--- src/rtl/lpm_pkg.sv ---
package lpm_pkg;

    typedef enum logic [3:0] {
        ST_ACTIVE,
        ST_DOZE,
        ST_DOZE_WAKE,
        ST_DS_SAVE,
        ST_DS_ISO,
        ST_DS_OFF,
        ST_DS_PWRUP,
        ST_DS_RESTORE,
        ST_PDOWN,
        ST_COLD
    } fsm_state_e;

    typedef enum logic [1:0] {
        MODE_ACTIVE = 2'd0,
        MODE_DOZE   = 2'd1,
        MODE_DEEP   = 2'd2,
        MODE_PDOWN  = 2'd3
    } pwr_mode_e;

    typedef enum logic [1:0] {
        LVL_FULL,
        LVL_DOZE,
        LVL_DEEP,
        LVL_NONE
    } mask_lvl_e;

    typedef struct packed {
        fsm_state_e state;
        logic       save_stb;
        logic       restore_stb;
    } fsm_regs_t;

endpackage

--- src/rtl/lpm_wake_merge.sv ---
module lpm_wake_merge #(
    parameter int              NSRC     = 3,
    parameter logic [NSRC-1:0] DOZE_SEL = '1
) (
    input  logic            clk,
    input  logic            rst_n,
    input  logic [NSRC-1:0] src,
    input  logic            capture,
    input  logic            clear,
    output logic            deep_wake,
    output logic            doze_wake
);

    logic pending_d, pending_q;

    always_comb begin
        pending_d = pending_q;
        if (clear) begin
            pending_d = 1'b0;
        end else if (capture && (|src)) begin
            pending_d = 1'b1;
        end
    end

    always_ff @(posedge clk) begin
        if (!rst_n) begin
            pending_q <= 1'b0;
        end else begin
            pending_q <= pending_d;
        end
    end

    assign deep_wake = (|src) | pending_q;
    assign doze_wake = |(src & DOZE_SEL);

    // An event seen during the entry sequence must still be visible next cycle
    p_early_wake_kept_r8: assert property (@(posedge clk) disable iff (!rst_n)
        (capture && !clear && (|src)) |=> deep_wake);

endmodule

--- src/rtl/lpm_mask_map.sv ---
module lpm_mask_map
    import lpm_pkg::*;
#(
    parameter int              NRES      = 8,
    parameter logic [NRES-1:0] MASK_FULL = '1,
    parameter logic [NRES-1:0] MASK_DOZE = '0,
    parameter logic [NRES-1:0] MASK_DEEP = '0
) (
    input  mask_lvl_e       lvl,
    output logic [NRES-1:0] mask
);

    always_comb begin
        unique case (lvl)
            LVL_FULL: mask = MASK_FULL;
            LVL_DOZE: mask = MASK_DOZE;
            LVL_DEEP: mask = MASK_DEEP;
            default:  mask = '0;
        endcase
    end

endmodule

--- src/rtl/lpm_fsm.sv ---
module lpm_fsm
    import lpm_pkg::*;
(
    input  logic      clk,
    input  logic      rst_n,
    input  logic      sw_req_valid,
    input  logic [1:0] sw_req_mode,
    input  logic      deep_wake,
    input  logic      doze_wake,
    input  logic      reg_enable,
    input  logic      seq_settled,
    input  logic      save_done,
    input  logic      restore_done,
    output mask_lvl_e mask_lvl,
    output logic [1:0] cur_state,
    output logic      save_strobe,
    output logic      restore_strobe,
    output logic      iso_en,
    output logic      core_pwr_off,
    output logic      wake_capture,
    output logic      wake_clear
);

    fsm_regs_t r_d, r_q;

    always_comb begin
        r_d             = r_q;
        r_d.save_stb    = 1'b0;
        r_d.restore_stb = 1'b0;
        unique case (r_q.state)
            ST_ACTIVE: begin
                if (sw_req_valid) begin
                    unique case (pwr_mode_e'(sw_req_mode))
                        MODE_DOZE:  r_d.state = ST_DOZE;
                        MODE_DEEP: begin
                            r_d.state    = ST_DS_SAVE;
                            r_d.save_stb = 1'b1;
                        end
                        MODE_PDOWN: r_d.state = ST_PDOWN;
                        default:    r_d.state = ST_ACTIVE;
                    endcase
                end
            end
            ST_DOZE:       if (doze_wake)    r_d.state = ST_DOZE_WAKE;
            ST_DOZE_WAKE:  if (seq_settled)  r_d.state = ST_ACTIVE;
            ST_DS_SAVE:    if (save_done)    r_d.state = ST_DS_ISO;
            ST_DS_ISO:                       r_d.state = ST_DS_OFF;
            ST_DS_OFF:     if (deep_wake)    r_d.state = ST_DS_PWRUP;
            ST_DS_PWRUP: begin
                if (seq_settled) begin
                    r_d.state       = ST_DS_RESTORE;
                    r_d.restore_stb = 1'b1;
                end
            end
            ST_DS_RESTORE: if (restore_done) r_d.state = ST_ACTIVE;
            ST_PDOWN:      if (reg_enable)   r_d.state = ST_COLD;
            ST_COLD:       if (seq_settled)  r_d.state = ST_ACTIVE;
            default:                         r_d.state = ST_ACTIVE;
        endcase
    end

    always_ff @(posedge clk) begin
        if (!rst_n) begin
            r_q <= '{state: ST_ACTIVE, save_stb: 1'b0, restore_stb: 1'b0};
        end else begin
            r_q <= r_d;
        end
    end

    always_comb begin
        mask_lvl     = LVL_FULL;
        cur_state    = MODE_ACTIVE;
        iso_en       = 1'b0;
        core_pwr_off = 1'b0;
        unique case (r_q.state)
            ST_DOZE: begin
                cur_state = MODE_DOZE;
                mask_lvl  = LVL_DOZE;
            end
            ST_DOZE_WAKE: cur_state = MODE_DOZE;
            ST_DS_SAVE:   cur_state = MODE_DEEP;
            ST_DS_ISO, ST_DS_PWRUP, ST_DS_RESTORE: begin
                cur_state = MODE_DEEP;
                iso_en    = 1'b1;
            end
            ST_DS_OFF: begin
                cur_state    = MODE_DEEP;
                mask_lvl     = LVL_DEEP;
                iso_en       = 1'b1;
                core_pwr_off = 1'b1;
            end
            ST_PDOWN: begin
                cur_state    = MODE_PDOWN;
                mask_lvl     = LVL_NONE;
                iso_en       = 1'b1;
                core_pwr_off = 1'b1;
            end
            ST_COLD: begin
                cur_state = MODE_PDOWN;
                iso_en    = 1'b1;
            end
            default: ;
        endcase
    end

    assign save_strobe    = r_q.save_stb;
    assign restore_strobe = r_q.restore_stb;
    assign wake_capture   = (r_q.state == ST_DS_SAVE) || (r_q.state == ST_DS_ISO);
    assign wake_clear     = (r_q.state == ST_DS_OFF) && deep_wake;

    p_iso_covers_off_r10: assert property (@(posedge clk) disable iff (!rst_n)
        core_pwr_off |-> iso_en);

    p_save_single_r5: assert property (@(posedge clk) disable iff (!rst_n)
        save_strobe |=> !save_strobe);

    p_iso_before_off_r5: assert property (@(posedge clk) disable iff (!rst_n)
        (!core_pwr_off ##1 core_pwr_off && cur_state == MODE_DEEP) |-> $past(iso_en));

    p_restore_single_r7: assert property (@(posedge clk) disable iff (!rst_n)
        restore_strobe |=> !restore_strobe);

    p_pdown_held_r9: assert property (@(posedge clk) disable iff (!rst_n)
        (r_q.state == ST_PDOWN && !reg_enable) |=> (r_q.state == ST_PDOWN));

    p_restore_after_deep_r7: assert property (@(posedge clk) disable iff (!rst_n)
        $rose(restore_strobe) |-> (cur_state == MODE_DEEP && iso_en));

endmodule

--- src/rtl/lpm_ctrl.sv ---
module lpm_ctrl
    import lpm_pkg::*;
#(
    parameter int              NRES      = 8,
    parameter logic [NRES-1:0] MASK_FULL = 8'hFF,
    parameter logic [NRES-1:0] MASK_DOZE = 8'h03,
    parameter logic [NRES-1:0] MASK_DEEP = 8'h01
) (
    input  logic            clk,
    input  logic            rst_n,
    input  logic            sw_req_valid,
    input  logic [1:0]      sw_req_mode,
    input  logic            wake_timer,
    input  logic            ext_irq,
    input  logic            host_resume,
    input  logic            reg_enable,
    input  logic            seq_settled,
    input  logic            save_done,
    input  logic            restore_done,
    output logic [NRES-1:0] req_mask,
    output logic            save_strobe,
    output logic            restore_strobe,
    output logic            iso_en,
    output logic            core_pwr_off,
    output logic [1:0]      cur_state
);

    localparam int              NSRC     = 3;
    localparam logic [NSRC-1:0] DOZE_SEL = 3'b011;

    logic [NSRC-1:0] wake_src;
    logic            deep_wake, doze_wake, wake_capture, wake_clear;
    mask_lvl_e       mask_lvl;

    assign wake_src = {host_resume, ext_irq, wake_timer};

    lpm_wake_merge #(
        .NSRC     (NSRC),
        .DOZE_SEL (DOZE_SEL)
    ) u_wake (
        .clk       (clk),
        .rst_n     (rst_n),
        .src       (wake_src),
        .capture   (wake_capture),
        .clear     (wake_clear),
        .deep_wake (deep_wake),
        .doze_wake (doze_wake)
    );

    lpm_fsm u_fsm (
        .clk            (clk),
        .rst_n          (rst_n),
        .sw_req_valid   (sw_req_valid),
        .sw_req_mode    (sw_req_mode),
        .deep_wake      (deep_wake),
        .doze_wake      (doze_wake),
        .reg_enable     (reg_enable),
        .seq_settled    (seq_settled),
        .save_done      (save_done),
        .restore_done   (restore_done),
        .mask_lvl       (mask_lvl),
        .cur_state      (cur_state),
        .save_strobe    (save_strobe),
        .restore_strobe (restore_strobe),
        .iso_en         (iso_en),
        .core_pwr_off   (core_pwr_off),
        .wake_capture   (wake_capture),
        .wake_clear     (wake_clear)
    );

    lpm_mask_map #(
        .NRES      (NRES),
        .MASK_FULL (MASK_FULL),
        .MASK_DOZE (MASK_DOZE),
        .MASK_DEEP (MASK_DEEP)
    ) u_mask (
        .lvl  (mask_lvl),
        .mask (req_mask)
    );

endmodule

--- config.mk ---
export PLATFORM = sky130hd
export DESIGN_NAME = lpm_ctrl
export DESIGN_NICKNAME = d
export VERILOG_FILES = /design/src/rtl/lpm_pkg.sv /design/src/rtl/lpm_wake_merge.sv /design/src/rtl/lpm_mask_map.sv /design/src/rtl/lpm_fsm.sv /design/src/rtl/lpm_ctrl.sv
export SDC_FILE = /design/constraint.sdc
export NUM_CORES = 1
export LEC_CHECK = 0
export ABC_CLOCK_PERIOD_IN_PS = 1790
export BUFFER_PORTS_ARGS = -buffer_cell sky130_fd_sc_hd__buf_4
export CAP_MARGIN = 20
export CORE_MARGIN = 1.5
export CORE_UTILIZATION = 47
export DETAILED_ROUTE_END_ITERATION = 12
export GPL_TIMING_DRIVEN = 0
export PLACE_DENSITY = 0.82
export REMOVE_ABC_BUFFERS = 1
export SETUP_SLACK_MARGIN = 0.2
export SYNTH_ARGS = -nofsm -noshare
export SYNTH_HDL_FRONTEND = slang
export SYNTH_SLANG_ARGS = --single-unit
--- constraint.sdc ---
create_clock -name clk -period 1.79 [get_ports clk]
set_input_delay 0 -clock clk [delete_from_list [all_inputs] [get_ports clk]]
set_output_delay 0 -clock clk [all_outputs]
set_load 0.05 [all_outputs]
==> impl_metrics.tcl <==
set metrics [dict create \
    h-tree-depth 1 \
    ys_types 35 \
    run_status "complete, no violations" \
    num_io_pins 26 \
    hold_ws_ns 0.00969 \
    p_per_area_nw_per_um2 833 \
    r2r_setup_slack_ns 0.24 \
    final_max_slew_viol_count 0 \
    rsz0062_at_grt "false" \
    dpl.cell_count 112 \
    postRouteAntennaNets 0 \
    cts_sinks 7 \
    dp_slack_ns -0.0485 \
    hold_path_class "in2reg" \
    gr-total-overflow 0 \
    num_rows 13 \
    root_buffer "clkbuf_4" \
    synthXorXnorAreaFrac_pct 0 \
    finClkSkew_ns 0.00302 \
    cts_max_path_buffers 2 \
    vias 700 \
    cts-buffers-inserted 3 \
    grt_pass1_vias 545 \
    hpwl_um 966 \
    final_util_pct 72.9 \
    fmax_mhz 645 \
    synth_top_area_cell "dfxtp_1" \
    synth_top_family_by_area "simple AND/OR/NAND/NOR gates" \
    synth_top_area_share_pct 21.1 \
    grt_use_total_pct 23.1 \
    hold_violations 0 \
    drv_cap 0 \
    ys_top_cells_by_area "dfxtp_1, buf_4, ha_1, o21ai_0, mux2i_1" \
    clk_latency_ns 0.26 \
    synth-edff-count 0 \
    synth_flop_cell "dfxtp_1" \
    drive_above_1_share_pct 47.3 \
    syn_area_per_cell_um2 8.00 \
    io_buffer_count 25 \
    synthAdderAreaFrac_pct 5.65 \
    wl_met3_um 107 \
    drt-initial-drc-count 18 \
    start_util_pct 51.1 \
    drc_errors 0 \
    layout_setup_ws_ns 0.240 \
    wl_per_cell_um 13.0 \
    peakVddDrop_uv 491 \
    worstPathMaxFanout 10 \
    met1Wirelength_um 697 \
    path_clk_slew_ns 0.06 \
    cts_tree "done" \
    p_total_mw 0.790 \
    worstSetupStartpointType "flip-flop" \
    finalCritPeriodShare_pct 86.6 \
    p_leak_nw 0.427 \
    critPathKind "reg2reg" \
    cp-end-kind "flip-flop" \
    die_h_um 40.6 \
    wl_met2_um 814 \
    die_w_um 40.6 \
    dieArea_um2 1650 \
    synth_mux_area_share_pct 4.52 \
    synth-async-reset-ratio_pct 0 \
    antenna_cells 0 \
    arrival_ns 1.70 \
    finalInstanceArea_um2 948 \
    final_cell_mix "buf_4, o21ai_0, nand2_1, nor2_1" \
    final_common_cell "buf_4" \
    antenna_found_initial 0 \
    finalNonFillerCells 125 \
    grt_max_degree 20 \
    worst_slew_pin_slew_ns 0.417 \
    synth_seq_cells 7 \
    wirelength_um 1620 \
    globalplace.congestion 0.801 \
    synth_compound_area_share_pct 22.0 \
    grt_pass1_wl_um 2430 \
    synth-seq-area-share_pct 21.1 \
    finalSetupViolCount 0 \
    highest_layer "met3" \
    placed_area_um2 801 \
    worst_ep_required_time_ns 1.94 \
    nets 126 \
    synth-simple-area-share_pct 33.3 \
    viasPerCell 5.60 \
    fin_crit_ns 1.55 \
    synth_warnings 0 \
    tns_ns 0 \
    slew_headroom_pct 72.2 \
    design.core.area_um2 1300 \
    drt_pass1_iterations 4 \
    syn2layout_area_growth_pct 42.7 \
    netlist_instances 83 \
    syn_area_um2 664 \
]
-- where the power goes --
| group | total (mW) | switching [mW] | internal, mW |
|---|---|---|---|
| clock network | 0.149 | 0.0636 | 0.0854 |
| logic | 0.448 | 0.282 | 0.166 |
| registers | 0.192 | 0.0265 | 0.166 |
-- metal layers --
layer	GRT usage (%)	vias up
li1	-	354
met1	27.7	322
met2	37.3	24
met3	10.6	0
met4	5.00	0
met5	0	-
-- flip-flops by register name (all words and copies together), names as in the netlist --
signal / flops
u_fsm.r_q: 4
u_fsm.restore_strobe: 1
u_fsm.save_strobe: 1
u_wake.pending_q: 1
-- repair_timing --
action / CTS / global route
endpoints found under the setup margin: 14 / 12
pin swaps: 0 / 4
setup buffers: 0 / 9
hold buffers: 0 / 0
resized for setup: 11 / 3
endpoints found under the hold margin: 0 / 0
-- worst max-delay path, stage by stage (launching register included) --
cell and delay [ns]:
dfxtp_4 0.37, or4b_4 0.54, a21oi_2 0.19, nor4_4 0.09
a41o_1 0.25
-- synthesized netlist by cell type (3+ instances only) --
cell      number
o21ai_0        7
a21oi_1        5
nand2_1        7
clkbuf_1       3
inv_1          4
ha_1           3
mux2i_1        3
buf_4          5
dfxtp_1        7
nand2b_1       3
nor2_1         6
-- final timing paths --
check	startpoint	end	cells past startpoint
setup / recovery	u_fsm.r_q[3]$_SDFFE_PN0P_	u_fsm.r_q[4]$_SDFFE_PN0P_	4
hold reg to reg	u_wake.pending_q$_SDFFE_PP0P_	u_wake.pending_q$_SDFFE_PP0P_	2
hold / removal	seq_settled	u_fsm.restore_strobe$_SDFF_PN0_	3
setup reg to reg	u_fsm.r_q[3]$_SDFFE_PN0P_	u_fsm.r_q[4]$_SDFFE_PN0P_	4
-- layout make-up --
class	count	area, µm²
well taps	15	18.8
multi-input cells	60	474
repair buffers	34	255
clock buffers	4	26.3
fillers	103	353
flip-flops and latches	7	155
inverters	5	18.8
-- logic make-up after synthesis --
family	count (synthesis)
and+or+nand+nor	33
buffers and inverters	16
DFF	7
adders and majority gates	3
AOI/OAI and AO/OA	21
muxes	3
(Power assumes the default switching activity.)
